--- config.mk ---
export PLATFORM = sky130hd
export DESIGN_NAME = i2c_lock_slave
export DESIGN_NICKNAME = d
export VERILOG_FILES = /design/src/rtl/i2cl_pkg.sv /design/src/rtl/i2cl_sync.sv /design/src/rtl/i2cl_regs.sv /design/src/rtl/i2c_lock_slave.sv
export SDC_FILE = /design/constraint.sdc
export NUM_CORES = 1
export LEC_CHECK = 0
export ABC_AREA = 1
export BUFFER_PORTS_ARGS = -buffer_cell sky130_fd_sc_hd__clkbuf_2
export CORE_AREA = 2 2 93 95
export CTS_BUF_LIST = sky130_fd_sc_hd__clkbuf_4 sky130_fd_sc_hd__clkbuf_8
export DETAILED_ROUTE_END_ITERATION = 8
export DIE_AREA = 0 0 95 97
export PLACE_DENSITY_LB_ADDON = 0.1
export SYNTH_ARGS = -nofsm -noshare
export SYNTH_HDL_FRONTEND = slang
export SYNTH_SLANG_ARGS = --single-unit
export TNS_END_PERCENT = 5
--- constraint.sdc ---
create_clock -name clk -period 3.4 [get_ports clk]
set_clock_uncertainty 0.2 [all_clocks]
set_input_delay 0.17 -clock clk [delete_from_list [all_inputs] [get_ports clk]]
set_output_delay 0.17 -clock clk [all_outputs]
set_load 0.03 [all_outputs]
--- src/rtl/i2cl_pkg.sv ---
package i2cl_pkg;
    typedef enum logic [2:0] {
        ST_IDLE,
        ST_ADDR,
        ST_ADDR_ACK,
        ST_WR_BYTE,
        ST_WR_ACK,
        ST_RD_BYTE,
        ST_RD_ACK,
        ST_IGNORE
    } bus_state_e;

    // upper seven address bits shared by both pairs; select pin fills bit 0
    localparam logic [6:0] DEV_BASE = 7'h10;
endpackage

--- src/rtl/i2cl_sync.sv ---
module i2cl_sync #(
    parameter int LINES  = 2,
    parameter int STAGES = 2
) (
    input  logic             clk,
    input  logic             rst_n,
    input  logic [LINES-1:0] raw_i,
    output logic [LINES-1:0] lvl_o,
    output logic [LINES-1:0] rise_o,
    output logic [LINES-1:0] fall_o
);
    for (genvar g = 0; g < LINES; g++) begin : g_line
        logic [STAGES:0] chain_q;
        always_ff @(posedge clk or negedge rst_n) begin
            if (!rst_n) chain_q <= '1;
            else        chain_q <= {chain_q[STAGES-1:0], raw_i[g]};
        end
        assign lvl_o[g]  = chain_q[STAGES-1];
        assign rise_o[g] = chain_q[STAGES-1] & ~chain_q[STAGES];
        assign fall_o[g] = ~chain_q[STAGES-1] & chain_q[STAGES];
    end
endmodule

--- src/rtl/i2cl_regs.sv ---
module i2cl_regs #(
    parameter int NREG = 8
) (
    input  logic            clk,
    input  logic            rst_n,
    input  logic            ptr_load_i,
    input  logic            ptr_inc_i,
    input  logic            wr_en_i,
    input  logic [7:0]      din_i,
    input  logic [NREG*8-1:0] rd_bank_i,
    output logic [7:0]      rd_byte_o,
    output logic [NREG*8-1:0] wr_regs_o
);
    localparam int PW = (NREG > 2) ? $clog2(NREG) : 1;
    localparam logic [PW-1:0] LAST = PW'(NREG - 1);

    logic [PW-1:0] ptr_q;

    always_ff @(posedge clk or negedge rst_n) begin
        if (!rst_n)          ptr_q <= '0;
        else if (ptr_load_i) ptr_q <= PW'(din_i % 8'(NREG));
        else if (ptr_inc_i)  ptr_q <= (ptr_q == LAST) ? '0 : ptr_q + 1'b1;
    end

    assign rd_byte_o = rd_bank_i[int'(ptr_q)*8 +: 8];

    for (genvar g = 0; g < NREG; g++) begin : g_byte
        logic [7:0] byte_q;
        always_ff @(posedge clk or negedge rst_n) begin
            if (!rst_n)                               byte_q <= '0;
            else if (wr_en_i && ptr_q == PW'(g))      byte_q <= din_i;
        end
        assign wr_regs_o[g*8 +: 8] = byte_q;
    end

    // the pointer wraps from the last entry to the first
    a_r5_ptr_wrap: assert property (@(posedge clk) disable iff (!rst_n)
        (ptr_inc_i && !ptr_load_i && ptr_q == LAST) |=> (ptr_q == '0));

    // the written bank only moves on a write strobe
    a_r3_bank_hold: assert property (@(posedge clk) disable iff (!rst_n)
        !wr_en_i |=> $stable(wr_regs_o));
endmodule

--- src/rtl/i2c_lock_slave.sv ---
module i2c_lock_slave #(
    parameter int NREG = 8
) (
    input  logic              clk,
    input  logic              rst_n,
    input  logic              scl_i,
    input  logic              sda_i,
    input  logic              sel_i,
    input  logic [NREG*8-1:0] rd_bank_i,
    output logic              sda_oe_o,
    output logic              lock_o,
    output logic [NREG*8-1:0] wr_regs_o
);
    import i2cl_pkg::*;

    localparam int SYNC_STAGES = 2;

    logic [1:0] lvl, rise, fall;
    logic scl_lvl, sda_lvl, scl_rise, scl_fall, start_ev, stop_ev;

    i2cl_sync #(.LINES(2), .STAGES(SYNC_STAGES)) u_sync (
        .clk    (clk),
        .rst_n  (rst_n),
        .raw_i  ({sda_i, scl_i}),
        .lvl_o  (lvl),
        .rise_o (rise),
        .fall_o (fall)
    );

    assign scl_lvl  = lvl[0];
    assign sda_lvl  = lvl[1];
    assign scl_rise = rise[0];
    assign scl_fall = fall[0];
    assign start_ev = fall[1] & scl_lvl & ~scl_rise;
    assign stop_ev  = rise[1] & scl_lvl & ~scl_rise;

    bus_state_e st_q, st_d;
    logic [3:0] bit_q, bit_d;
    logic [7:0] sh_q, sh_d;
    logic oe_q, oe_d, lock_q, lock_d, rw_q, rw_d, first_q, first_d, nack_q, nack_d;
    logic ptr_load, ptr_inc, wr_en;
    logic [7:0] rd_byte;
    logic [6:0] dev_addr;

    assign dev_addr = DEV_BASE | {6'b0, sel_i};

    i2cl_regs #(.NREG(NREG)) u_regs (
        .clk        (clk),
        .rst_n      (rst_n),
        .ptr_load_i (ptr_load),
        .ptr_inc_i  (ptr_inc),
        .wr_en_i    (wr_en),
        .din_i      (sh_q),
        .rd_bank_i  (rd_bank_i),
        .rd_byte_o  (rd_byte),
        .wr_regs_o  (wr_regs_o)
    );

    // state register
    always_ff @(posedge clk or negedge rst_n) begin
        if (!rst_n) begin
            st_q    <= ST_IDLE;
            bit_q   <= '0;
            sh_q    <= '0;
            oe_q    <= 1'b0;
            lock_q  <= 1'b0;
            rw_q    <= 1'b0;
            first_q <= 1'b0;
            nack_q  <= 1'b0;
        end else begin
            st_q    <= st_d;
            bit_q   <= bit_d;
            sh_q    <= sh_d;
            oe_q    <= oe_d;
            lock_q  <= lock_d;
            rw_q    <= rw_d;
            first_q <= first_d;
            nack_q  <= nack_d;
        end
    end

    // next state, next outputs and bank strobes
    always_comb begin
        st_d     = st_q;
        bit_d    = bit_q;
        sh_d     = sh_q;
        oe_d     = oe_q;
        lock_d   = lock_q;
        rw_d     = rw_q;
        first_d  = first_q;
        nack_d   = nack_q;
        ptr_load = 1'b0;
        ptr_inc  = 1'b0;
        wr_en    = 1'b0;
        if (stop_ev) begin
            st_d   = ST_IDLE;
            oe_d   = 1'b0;
            lock_d = 1'b0;
        end else if (start_ev) begin
            st_d  = ST_ADDR;
            bit_d = '0;
            oe_d  = 1'b0;
        end else begin
            unique case (st_q)
                ST_IDLE, ST_IGNORE: begin
                    oe_d = 1'b0;
                end
                ST_ADDR: begin
                    if (scl_rise) begin
                        sh_d  = {sh_q[6:0], sda_lvl};
                        bit_d = bit_q + 4'd1;
                    end else if (scl_fall && bit_q == 4'd8) begin
                        if (sh_q[7:1] == dev_addr) begin
                            lock_d  = 1'b1;
                            oe_d    = 1'b1;
                            rw_d    = sh_q[0];
                            first_d = 1'b1;
                            st_d    = ST_ADDR_ACK;
                        end else begin
                            lock_d = 1'b0;
                            st_d   = ST_IGNORE;
                        end
                    end
                end
                ST_ADDR_ACK: begin
                    if (scl_fall) begin
                        bit_d = '0;
                        if (rw_q) begin
                            sh_d = rd_byte;
                            oe_d = ~rd_byte[7];
                            st_d = ST_RD_BYTE;
                        end else begin
                            oe_d = 1'b0;
                            st_d = ST_WR_BYTE;
                        end
                    end
                end
                ST_WR_BYTE: begin
                    if (scl_rise) begin
                        sh_d  = {sh_q[6:0], sda_lvl};
                        bit_d = bit_q + 4'd1;
                    end else if (scl_fall && bit_q == 4'd8) begin
                        oe_d = 1'b1;
                        st_d = ST_WR_ACK;
                        if (first_q) begin
                            ptr_load = 1'b1;
                            first_d  = 1'b0;
                        end else begin
                            wr_en   = 1'b1;
                            ptr_inc = 1'b1;
                        end
                    end
                end
                ST_WR_ACK: begin
                    if (scl_fall) begin
                        oe_d  = 1'b0;
                        bit_d = '0;
                        st_d  = ST_WR_BYTE;
                    end
                end
                ST_RD_BYTE: begin
                    if (scl_rise) begin
                        bit_d = bit_q + 4'd1;
                    end else if (scl_fall) begin
                        if (bit_q == 4'd8) begin
                            oe_d    = 1'b0;
                            ptr_inc = 1'b1;
                            st_d    = ST_RD_ACK;
                        end else begin
                            sh_d = {sh_q[6:0], 1'b0};
                            oe_d = ~sh_q[6];
                        end
                    end
                end
                ST_RD_ACK: begin
                    if (scl_rise) begin
                        nack_d = sda_lvl;
                    end else if (scl_fall) begin
                        bit_d = '0;
                        if (nack_q) begin
                            oe_d = 1'b0;
                            st_d = ST_IGNORE;
                        end else begin
                            sh_d = rd_byte;
                            oe_d = ~rd_byte[7];
                            st_d = ST_RD_BYTE;
                        end
                    end
                end
                default: st_d = ST_IDLE;
            endcase
        end
    end

    assign sda_oe_o = oe_q;
    assign lock_o   = lock_q;

    // the data-line drive moves only after an SCL fall, a start or a stop
    a_r7_oe_after_fall: assert property (@(posedge clk) disable iff (!rst_n)
        !$stable(oe_q) |-> $past(scl_fall | start_ev | stop_ev));

    // a stop always drops the lock
    a_r6_stop_unlocks: assert property (@(posedge clk) disable iff (!rst_n)
        stop_ev |=> !lock_q);

    // the lock only rises out of address decoding
    a_r6_lock_from_addr: assert property (@(posedge clk) disable iff (!rst_n)
        $rose(lock_q) |-> $past(st_q == ST_ADDR && scl_fall));

    // an unaddressed or idle slave never pulls the data line
    a_r1_quiet_when_idle: assert property (@(posedge clk) disable iff (!rst_n)
        (st_q == ST_IDLE || st_q == ST_IGNORE) |-> !oe_q);
endmodule

# --- Word-level counts from Yosys, hierarchy flattened ---
# Cells that the tools add are included.
op_classes:
  addsub: 2
  n_eq_ne: 46
  shift: 1
  mux: 79
  bitwise_logic: 17
  reduce_logical: 30
ops:
  columns: ["cell", "n"]
  rows:
  - ["two-way mux 8 bit", 9]
  - ["indexed part select 64 x 7 -> 8 bit", 1]
  - ["two-way mux 3 bit", 18]
  - ["!= test 4 bit, second input constant", 12]
  - ["two-way mux 1 bit", 41]
  - ["one-hot mux 8 bit (4 select lines)", 1]
  - ["!= test 2 bit, second input constant", 13]
  - ["equality test 3 bit, second input constant", 8]
  - ["AND reduction 12 bit", 2]
  - ["one-hot mux 3 bit (6 select lines)", 1]
  - ["two-way mux 4 bit", 4]
  - ["equality test 3 x 2 -> 1 bit, second input constant", 4]
  - ["one-hot mux 4 bit (3 select lines)", 1]
  - ["AND reduction 4 bit", 3]
  - ["AND reduction 11 bit", 1]
  - ["logical AND 1 bit", 9]
  - ["inverter 1 bit", 9]
  - ["bitwise AND 1 bit", 8]
  - ["AND reduction 8 bit", 1]
  - ["nonzero test 2 bit", 4]
  - ["nonzero test 4 bit", 2]
  - ["nonzero test 8 bit", 1]
  - ["equality test 7 x 5 -> 1 bit", 1]
  - ["one-hot mux 1 bit (7 select lines)", 1]
  - ["13 further kinds", 20]
word_totals:
  reg_bits: 93

# --- Depth between registers and ports, before layout ---
# Gate-level depths: netlist of the first run.
logic_depth:
  depth_word: 10
  depth_mapped: 12
  depth_no_buf: 12

# --- Cells and area by module ---
# From an unflattened synthesis of the first run, not the netlist that was laid out.
hier_totals:
  hier_cells: 732
  hier_area_um2: 5470.2
modules_own_cells:
  columns: ["mod", "n_inst", "cells_each", "area_each_um2", "seq_area_each_um2"]
  rows:
  - ["i2cl_regs", 1, 453, 3557.2, 1676.6]
  - ["i2c_lock_slave", 1, 263, 1710.4, 500.5]
  - ["i2cl_sync", 1, 16, 202.7, 157.7]

# --- Worst setup path before layout of the first run ---
# Ideal clock, no wire load.
synth_timing:
  kind: "reg2reg"
  startpoint: "register u_regs.ptr_q[0]"
  endpoint: "register u_regs.g_byte[0].byte_q[6]"
  setup_ns: 0.130
  t_arrival_ns: 1.666
  required_ns: 3.070
  slack_ns: 1.404
  path_stages_with_launch: 9
  period_less_slack_ns: 1.996
  path_cell_list: "dfrtp_1 clkbuf_1 inv_1 buf_1 ha_1 nand3_1 buf_6 nand2_1 o21ai_0"
synth_via:
  elab_chain_len: 2
synth_rtl:
  columns: ["element", "line_no", "text"]
  rows:
  - ["start: declaration", "i2cl_regs.sv:17", "logic [PW-1:0] ptr_q;"]
  - ["start signal: assignment", "i2cl_regs.sv:21", "else if (ptr_load_i) ptr_q <= PW'(din_i % 8'(NREG));"]
  - ["start signal: assignment", "i2cl_regs.sv:22", "else if (ptr_inc_i) ptr_q <= (ptr_q == LAST) ? '0 : ptr_q + 1'b1;"]
  - ["zero test 3 bit", "i2cl_regs.sv:31", "else if (wr_en_i && ptr_q == PW'(g)) byte_q <= din_i;"]
  - ["logical AND 1 bit", "i2cl_regs.sv:31", null]
  - ["end signal: assignment", "i2cl_regs.sv:31", null]
  - ["end: declaration", "i2cl_regs.sv:28", "logic [7:0] byte_q;"]
# No other way between the ends.
# A chain may end at the register's enable or synchronous reset.

# --- Worst setup path after layout of the first run ---
layout_timing:
  startpoint: "register bit_q[0]"
  endpoint: "register u_regs.g_byte[4].byte_q[7]"
layout_via:
  elab_chain_len: 8
layout_rtl:
  columns: ["element", "line_no", "text"]
  rows:
  - ["start: declaration", "i2c_lock_slave.sv:38", "logic [3:0] bit_q, bit_d;"]
  - ["start signal: assignment", "i2c_lock_slave.sv:72", "bit_q <= bit_d;"]
  - ["equality test 4 bit", "i2c_lock_slave.sv:142", "end else if (scl_fall && bit_q == 4'd8) begin"]
  - ["logical AND 1 bit", "i2c_lock_slave.sv:142", null]
  - ["two-way mux 1 bit", "i2c_lock_slave.sv:142", null]
  - ["two-way mux 1 bit", "i2c_lock_slave.sv:139", "if (scl_rise) begin"]
  - ["two-way mux 1 bit", "i2c_lock_slave.sv:104", "unique case (st_q)"]
  - ["two-way mux 1 bit", "i2c_lock_slave.sv:99", "end else if (start_ev) begin"]
  - ["two-way mux 1 bit", "i2c_lock_slave.sv:95", "if (stop_ev) begin"]
  - ["logical AND 1 bit", "i2cl_regs.sv:31", null]
  - ["end signal: assignment", "i2cl_regs.sv:31", null]
  - ["end: declaration", "i2cl_regs.sv:28", null]
# No other way between the ends.

==> results of run 1 <==
[power by group]
group | internal (W) | switching, W | total, W
clock | 0.000342 | 0.000411 | 0.000753
sequential | 0.00121 | 0.000103 | 0.00131
combinational | 0.000322 | 0.000771 | 0.00109
[Yosys cell counts (all sizes together)]
cell / number
nand2: 173
o21ai: 111
dfrtp: 87
nor2: 83
inv: 40
nand3: 32
o211ai: 17
clkbuf: 12
buf: 10
ha: 8
dfstp: 6
a21oi: 4
nor3: 3
a31oi: 2
nand4: 2
nor3b: 2
mux2: 1
o31ai: 1
[path summary, 6_finish.rpt]
kind	startpoint	end	slack (ps)	cells past startpoint
worst max register to register	bit_q[0]$_DFFE_PN0P_	u_regs.g_byte[4].byte_q[7]$_DFFE_PN0P_	1010	9
worst max-delay path	bit_q[0]$_DFFE_PN0P_	u_regs.g_byte[4].byte_q[7]$_DFFE_PN0P_	1010	9
worst min-delay path	rd_bank_i[9]	sh_q[1]$_DFFE_PN0P_	60	7
max in group asynchronous	rst_n	bit_q[1]$_DFFE_PN0P_	1920	2
min in group asynchronous	rst_n	u_regs.g_byte[2].byte_q[4]$_DFFE_PN0P_	350	2
worst min register to register	u_sync.g_line[1].chain_q[0]$_DFF_PN1_	u_sync.g_line[1].chain_q[1]$_DFF_PN1_	160	0
[area by class of cell]
cell class                 instances  area, um2
tap                              105        131
inverter                          40        150
clock buffer                       9        124
fill                             691       2560
multi-input combinational        439       2020
clock inverter                     6       71.3
timing repair buffer             141        733
sequential                        93       2330
[through the flow]
step                cells  power [W]
finish                833    0.00315
CTS                   833    0.00316
detailed placement    815    0.00241
global route          833    0.00339
global placement      815    0.00239
floorplan             594    0.00206
[cell families after synthesis]
group	Yosys count
flip-flops	93
AO/OA/AOI/OAI	135
multiplexers	1
adder cells (fa/ha/maj)	8
buffers and inverters	62
AND/OR/NAND/NOR	295
[per-layer routing]
metal | global-route usage | up-vias | share of wire
li1 | - | 2201 | -
met1 | 0.387 | 2030 | 0.45
met3 | 0.0530 | 20 | 0.067
met4 | 0.0713 | 0 | 0.016
met5 | 0 | - | 0
met2 | 0.414 | 182 | 0.47
[worst min-delay path: cells and delay by family]
kind / cells / cell delay (ps)
simple gates: 4 / 220
buf+inv: 1 / 70
compound gates: 2 / 150
[sequential cells by signal, summed over array words and instances (netlist names), 3 cells and up]
register and cells:
sh_q 8, u_regs.ptr_q 3, st_q 3, u_sync.g_line.chain_q 6
u_regs.g_byte.byte_q 64, bit_q 4
==> flow_summary.yaml, run 1 <==
yosys:
  synth_compound_area_frac: 0.156
  synth_area_leader_cell: "dfrtp_1"
  synth_top_family_by_area: "simple AND/OR/NAND/NOR gates"
  synth.avg_cell_area_um2: 7.81
  synth_xor_area_frac: 0
  synthSimpleGateAreaFrac: 0.256
  synth.distinct_cells: 24
  synth_nets: 671
  synth_mux_area_frac: 0.00243
  syn_inst: 594
  synth_top_area_frac: 0.469
  synth_fa_ha_area_frac: 0.0216
  ys_seq_area_frac: 0.503
  synth-seq-cells: 93
  ys_warn_count: 0
  synth_area_leaders: "dfrtp_1, nand2_1, o21ai_0"
  syn-cell-area_um2: 4640
place:
  numPortBuffers: 134
  pre_cts_slack_ps: 1050
  gp_congestion: 0.948
  placed_cell_area_um2: 5340
  hpwl_um: 8410
power_and_ir_drop:
  power_density_nw_per_um2: 566
  peakVddDrop_mv: 0.388
  leakagePower_nw: 3.00
clocking:
  cts_setup_buffers: 0
  cts_resized: 0
  cts-root-buf: "clkbuf_8"
  clock_latency_ps: 370
  cts_buffers: 9
  cts_buffer_depth: 2
  postCtsHoldBufs: 3
  cts_tree: "yes"
  cts.sinks: 93
  cts-htree-levels: 3
  clk_pin_slew_ps: 90
drt:
  vias: 4433
  initialDrtViolationCount: 299
  ant_nets: 0
  routed_via_density: 5.32
  drt_pass1_iterations: 5
  wl_per_cell_um: 14.2
  drc: 0
  routed_wl_um: 11800
setup_path:
  critical_path.max_fanout: 16
  critPathLaunchType: "flip-flop"
  crit_required_ps: 3430
  critical_path.slowest_cell: "nand3_1"
  critPathMaxStageDelay_ps: 480
  critPathTopFamily: "simple AND/OR/NAND/NOR gates"
  crit_buf_inv: 1
  worstPathArrival_ps: 2430
  crit_path_frequent_cell: "nand2_1"
  crit_type: "flip-flop to flip-flop"
  crit_chain: "inv_1, ha_1, nand2_1, nor2_1, nand2_1, nor3_4, nand3_1, nand2_1, o21ai_0"
  endpoint_kind: "flip-flop"
timing:
  whs_ps: 62.0
  slew_viol_final: 0
  fmax_mhz: 418
  grt_setup_unrepaired: "no"
  period_minus_slack_ps: 2390
  slew_headroom: 0.238
  fin_crit_sh: 0.704
  setup_tns_ps: 0
  setup_ws_ps: 1010
  hold_viol: 0
  setup_viol: 0
  worst_pin_slew_ps: 1140
global_routing:
  antenna_found_initial: 0
  grt_pass1_vias: 4043
  overflow: 0
  grt_first_pass_wirelength_um: 19400
  track_usage: 0.268
  grt_max_degree: 94
finish:
  drive_above_1_share: 0.224
  antenna_cells: 0
  final_common_cell: "nand2_1"
  fin_nets: 801
  synthToLayoutAreaGrowth_pct: 20.0
  final_util: 0.685
  layout_common_cells: "nand2_1, clkbuf_2, o21ai_0, dfrtp_1, nor2_1"
  fin_area_um2: 5570
flow_run:
  drv_cap: 0
floorplanning:
  die_area_um2: 9220
  fp.dieH_um: 97
  die-width_um: 95
  initial_core_util: 0.571
  core_area_um2: 8130
  rows: 33
  io-pin-count: 135
run_status:
  status: "completed"
min_path:
  hold_class: "input port to flip-flop"
No activity file was read; power rests on OpenSTA's default activity.
==> inputs of run 2 (changes only) <==
Settings changed: ABC_AREA 1 to 0, CORE_AREA 2 2 93 95 to 2 2 96 98, DIE_AREA 0 0 95 97 to 0 0 98 100.
Clock period 3.4 ns to 2.3 ns, I/O delays scaled along.
==> flow_summary.yaml, run 2 <==
run_status:
  status: "completed"
drt:
  wl_per_cell_um: 17.0
  drc: 0
  initialDrtViolationCount: 158
  ant_nets: 0
  routed_via_density: 5.47
  drt_pass1_iterations: 4
  routed_wl_um: 10700
  vias: 3449
yosys:
  synthTopCellsByCount: "dfrtp_1, mux2_2, nand2_1"
  synth-seq-cells: 93
  synth_nets: 441
  ys_async_sr_fraction: 1.00
  synth_edf_count: 0
  ys_seq_area_frac: 0.504
  synth_top_area_frac: 0.470
  syn-cell-area_um2: 4640
  synth_area_leaders: "dfrtp_1, mux2_2, mux4_2"
  synth.avg_cell_area_um2: 12.7
  synthMostInstantiatedCell: "dfrtp_1"
  synth.distinct_cells: 52
  synth_area_leader_cell: "dfrtp_1"
  ys_warn_count: 0
  synth_ff_type: "dfrtp_1"
  syn_inst: 364
min_path:
  hold_class: "input port to asynchronous set/reset pin"
place:
  placed_cell_area_um2: 5560
  hpwl_um: 7890
  numPortBuffers: 134
  gp_congestion: 0.853
setup_path:
  critPathTopFamily: "simple AND/OR/NAND/NOR gates"
  reg2reg_depth: 8
  crit_buf_inv: 2
  crit_type: "flip-flop to flip-flop"
  critical_path.max_fanout: 6
  endpoint_kind: "flip-flop"
  critical_path.slowest_cell: "dfrtp_1"
  crit_required_ps: 2340
  worstPathArrival_ps: 2340
  critPathLaunchType: "flip-flop"
  critPathMaxStageDelay_ps: 420
  cp.depth: 8
  timing.rr.start: "bit_q[1]$_DFFE_PN0P_"
  crit_chain: "inv_1, ha_2, nand3b_1, nor3_4, nand2_2, nor3b_4, buf_6, mux2_2"
  crit_start: "bit_q[1]$_DFFE_PN0P_"
timing:
  period_minus_slack_ps: 2300
  grt_setup_unrepaired: "yes"
  setup_viol: 0
  fmax_mhz: 435
  slew_headroom: 0.586
  hold_viol: 0
  worst_pin_slew_ps: 622
  slew_viol_final: 0
  whs_ps: 112
  fin_crit_sh: 0.999
power_and_ir_drop:
  peakVddDrop_mv: 0.377
  power_density_nw_per_um2: 755
  pwr-share-seq: 0.441
  internal_power_w: 0.00282
  clock_power_share: 0.239
  power.total_w: 0.00442
  leakagePower_nw: 3.05
  combPwrFrac: 0.320
  p_switching_w: 0.00160
  switching_share: 0.363
floorplanning:
  core_area_um2: 8890
  rows: 35
  fp.dieH_um: 100
  initial_core_util: 0.522
  die-width_um: 98
  io-pin-count: 135
  die_area_um2: 9800
finish:
  top_register: "u_regs.g_byte.byte_q"
  top_regs: "u_regs.g_byte.byte_q (64), sh_q (8), u_sync.g_line.chain_q (6)"
  antenna_cells: 0
  synthToLayoutAreaGrowth_pct: 26.3
  layout_common_cells: "clkbuf_2, dfrtp_1, mux2_2, nand2_1, buf_4"
  fin_nets: 592
  fillerInstances: 698
  drive_above_1_share: 0.546
  fin_area_um2: 5850
  largest_reg_flops: 64
  final_util: 0.659
  final_common_cell: "clkbuf_2"
clocking:
  cts-htree-levels: 3
  cts-root-buf: "clkbuf_8"
  cts.sinks: 93
  clk_pin_slew_ps: 90
  cts_buffers: 9
  cts_tree: "yes"
  cts_buffer_depth: 2
  clock_latency_ps: 350
global_routing:
  grt_max_degree: 49
  grt_pass1_vias: 3350
  grt_first_pass_wirelength_um: 17000
  track_usage: 0.222
  antenna_found_initial: 0
  overflow: 0
flow_run:
  drv_cap: 0
-- run 2: changes by cell type in the layout (fill, tap and decap cells not counted), moves of 11 or more --
cell | before | now
o211ai_1 | 17 | 0
nand2_1 | 172 | 35
mux4_2 | 0 | 16
inv_1 | 40 | 7
o21ai_0 | 111 | 20
nand3_1 | 32 | 13
nor2_1 | 82 | 7
buf_4 | 5 | 23
mux2_2 | 1 | 56
mux2_4 | 0 | 11
-- run 2: per-stage QoR --
stage          cells  TNS, ps  setup slack, ps
2_1_floorplan    364        0              163
3_3_place_gp     609        0             76.5
3_5_place_dp     609        0             9.50
4_1_cts          628        0             10.3
5_1_grt          631     -653            -59.4
6_report         631        0             2.22
-- run 2: what timing repair did --
| item | in CTS | in global routing |
|---|---|---|
| hold buffers | 3 | 0 |
| buffers inserted | 0 | 3 |
| gates resized for setup | 0 | 15 |
| hold endpoints to repair | 49 | 0 |
| pin swaps | 1 | 4 |
| endpoints found under the setup margin | 2 | 20 |
-- run 2: worst register-to-register path, stage by stage (launching register included) --
cell and delay, ps:
dfrtp_1 420, inv_1 70, ha_2 170, nand3b_1 150, nor3_4 280, nand2_2 140
nor3b_4 270, buf_6 170, mux2_2 330
-- run 2: kinds of logic after synthesis --
kind of cell,after synthesis,synth area share
fa+ha+maj,8,0.0216
simple gates,93,0.118
mux,92,0.261
xor+xnor,3,0.00567
compound gates,44,0.0613
flops,93,0.504
buf+inv,31,0.0289
-- run 2: layout make-up --
cell class | instances | area (um2) | area share
Sequential cell | 93 | 2330 | 0.399
Timing Repair Buffer | 163 | 940 | 0.161
Clock inverter | 6 | 53.8 | 0.00919
Inverter | 8 | 30.0 | 0.00513
Tap cell | 111 | 139 | 0.0237
Clock buffer | 10 | 138 | 0.0235
Multi-Input combinational cell | 240 | 2220 | 0.379
-- run 2: path summary, 6_finish.rpt --
check                                                          to  slack (ps)
max reg2reg                u_regs.g_byte[3].byte_q[7]$_DFFE_PN0P_           2
min                                           st_q[2]$_DFFE_PN0P_         110
max in group asynchronous  u_regs.g_byte[1].byte_q[0]$_DFFE_PN0P_        1120
min reg2reg                 u_sync.g_line[0].chain_q[1]$_DFF_PN1_         160
min in group clk            u_sync.g_line[0].chain_q[1]$_DFF_PN1_         160
max                        u_regs.g_byte[3].byte_q[7]$_DFFE_PN0P_           2
-- run 2: power groups by stage --
stage | clock, W | sequential [W] | combinational [W]
final | 0.00105 | 0.00195 | 0.00141
after global routing | 0.00114 | 0.00197 | 0.00157
after CTS | 0.00108 | 0.00194 | 0.00139
after detailed placement | 0 | 0.00198 | 0.00138
after global placement | 0 | 0.00197 | 0.00137
after floorplan | 0 | 0.00190 | 0.000888
-- run 2: per-layer routing --
metal	global-route usage	up-vias	routed length, um
met5	0	-	0
met4	0.0769	0	158
met3	0.0369	12	587
met2	0.355	136	5070
met1	0.312	1685	4900
li1	-	1616	-
==> inputs of run 3 (changes only) <==
Settings changed: SETUP_SLACK_MARGIN set to 0.3.
==> flow_summary.yaml, run 3 (synthesis gave the netlist of run 2 again) <==
run_status:
  status: "completed"
setup_path:
  critPathTopFamily: "simple AND/OR/NAND/NOR gates"
  worstPathArrival_ps: 2230
  crit_chain: "inv_1, ha_2, nand3b_1, nor3_4, nand2_2, nor3b_4, buf_12, mux2_2"
  critical_path.max_fanout: 8
  crit_type: "flip-flop to flip-flop"
  endpoint_kind: "flip-flop"
  crit_required_ps: 2340
  crit_buf_inv: 2
  critPathLaunchType: "flip-flop"
  critical_path.slowest_cell: "dfrtp_1"
  critPathMaxStageDelay_ps: 380
power_and_ir_drop:
  power.total_w: 0.00466
  clock_power_share: 0.246
  internal_power_w: 0.00298
  p_switching_w: 0.00168
  power_density_nw_per_um2: 778
  peakVddDrop_mv: 0.363
  switching_share: 0.361
  pwr-share-seq: 0.419
  combPwrFrac: 0.334
  leakagePower_nw: 3.11
global_routing:
  antenna_found_initial: 0
  grt_pass1_vias: 3460
  overflow: 0
  grt_max_degree: 50
  track_usage: 0.230
  grt_first_pass_wirelength_um: 17600
min_path:
  hold_class: "input port to asynchronous set/reset pin"
floorplanning:
  core_area_um2: 8890
  fp.dieH_um: 100
  rows: 35
  io-pin-count: 135
  die-width_um: 98
  die_area_um2: 9800
  initial_core_util: 0.522
clocking:
  cts.sinks: 93
  clk_pin_slew_ps: 100
  clock_latency_ps: 350
  cts-root-buf: "clkbuf_8"
  cts_buffer_depth: 2
  cts_buffers: 9
  cts-htree-levels: 3
  cts_tree: "yes"
drt:
  drt_pass1_iterations: 4
  wl_per_cell_um: 17.4
  drc: 0
  initialDrtViolationCount: 251
  routed_wl_um: 11000
  routed_via_density: 5.53
  vias: 3503
  ant_nets: 0
place:
  dp_cells: 612
  placed_cell_area_um2: 5570
  gp_congestion: 0.849
  numPortBuffers: 134
  hpwl_um: 8070
timing:
  setup_viol: 0
  period_minus_slack_ps: 2190
  fin_crit_sh: 0.951
  slew_viol_final: 0
  slew_headroom: 0.572
  setup_tns_ps: 0
  grt_setup_unrepaired: "yes"
  worst_pin_slew_ps: 642
  fmax_mhz: 457
  whs_ps: 117
  hold_viol: 0
finish:
  fin_area_um2: 5980
  largest_reg_flops: 64
  layout_common_cells: "clkbuf_2, dfrtp_1, mux2_2, nand2_1, buf_4"
  synthToLayoutAreaGrowth_pct: 29.0
  final_common_cell: "clkbuf_2"
  instances_no_fill: 634
  top_register: "u_regs.g_byte.byte_q"
  drive_above_1_share: 0.577
  fin_nets: 595
  top_regs: "u_regs.g_byte.byte_q (64), sh_q (8), u_sync.g_line.chain_q (6)"
  antenna_cells: 0
flow_run:
  drv_cap: 0
==> run 3: cell count changes in the layout (fill, tap and decap cells not counted), sizes merged <==
cell and delta:
buf +3, clkbuf -1, bufinv +1, clkinv -1, clkinvlp +1
==> run 3: what timing repair did <==
item                                    4_1_cts  5_1_grt
hold endpoints to repair                     48        0
pin swaps                                     3        7
resized for setup                             0       40
endpoints found under the setup margin       79       85
hold buffers                                  3        0
buffers inserted                              3        0
==> run 3: power by group through the flow <==
stage	registers, W	logic (W)	clock network (W)
after floorplan	0.00190	0.000889	0
after global placement	0.00197	0.00140	0
final	0.00195	0.00156	0.00115
after detailed placement	0.00197	0.00142	0
after CTS	0.00194	0.00144	0.00117
after global routing	0.00197	0.00172	0.00124
==> run 3: per-layer routing <==
| metal | GRT usage | part of all wire | vias up |
|---|---|---|---|
| met5 | 0 | 0 | - |
| met1 | 0.320 | 0.45 | 1735 |
| met4 | 0.0694 | 0.010 | 0 |
| met3 | 0.0376 | 0.054 | 10 |
| met2 | 0.376 | 0.49 | 141 |
| li1 | - | - | 1617 |
==> run 3: layout make-up <==
class | instances | area (um2)
inverter | 8 | 30.0
fill | 686 | 2910
multi-input combinational | 240 | 2300
tap | 111 | 139
sequential | 93 | 2340
timing repair buffer | 166 | 962
clock buffer | 9 | 124
clock inverter | 7 | 90.1
==> run 3: path summary, 6_finish.rpt <==
kind	start	to	slack [ps]	cells after the start
worst max register to register	bit_q[0]$_DFFE_PN0P_	u_regs.g_byte[7].byte_q[5]$_DFFE_PN0P_	110	8
min in group clk	u_sync.g_line[1].chain_q[0]$_DFF_PN1_	u_sync.g_line[1].chain_q[1]$_DFF_PN1_	160	0
max in group asynchronous	rst_n	u_regs.g_byte[7].byte_q[5]$_DFFE_PN0P_	1060	3
worst max-delay path	bit_q[0]$_DFFE_PN0P_	u_regs.g_byte[7].byte_q[5]$_DFFE_PN0P_	110	8
worst min register to register	u_sync.g_line[1].chain_q[0]$_DFF_PN1_	u_sync.g_line[1].chain_q[1]$_DFF_PN1_	160	0
worst min-delay path	rst_n	u_regs.g_byte[0].byte_q[6]$_DFFE_PN0P_	120	2
==> run 3: per-stage QoR <==
stage               setup WS [ps]  utilization
CTS                          82.9        0.657
detailed placement           8.70        0.626
global route                -19.3        0.673
global placement             89.4        0.626
finish                        112        0.673
floorplan                     182            -
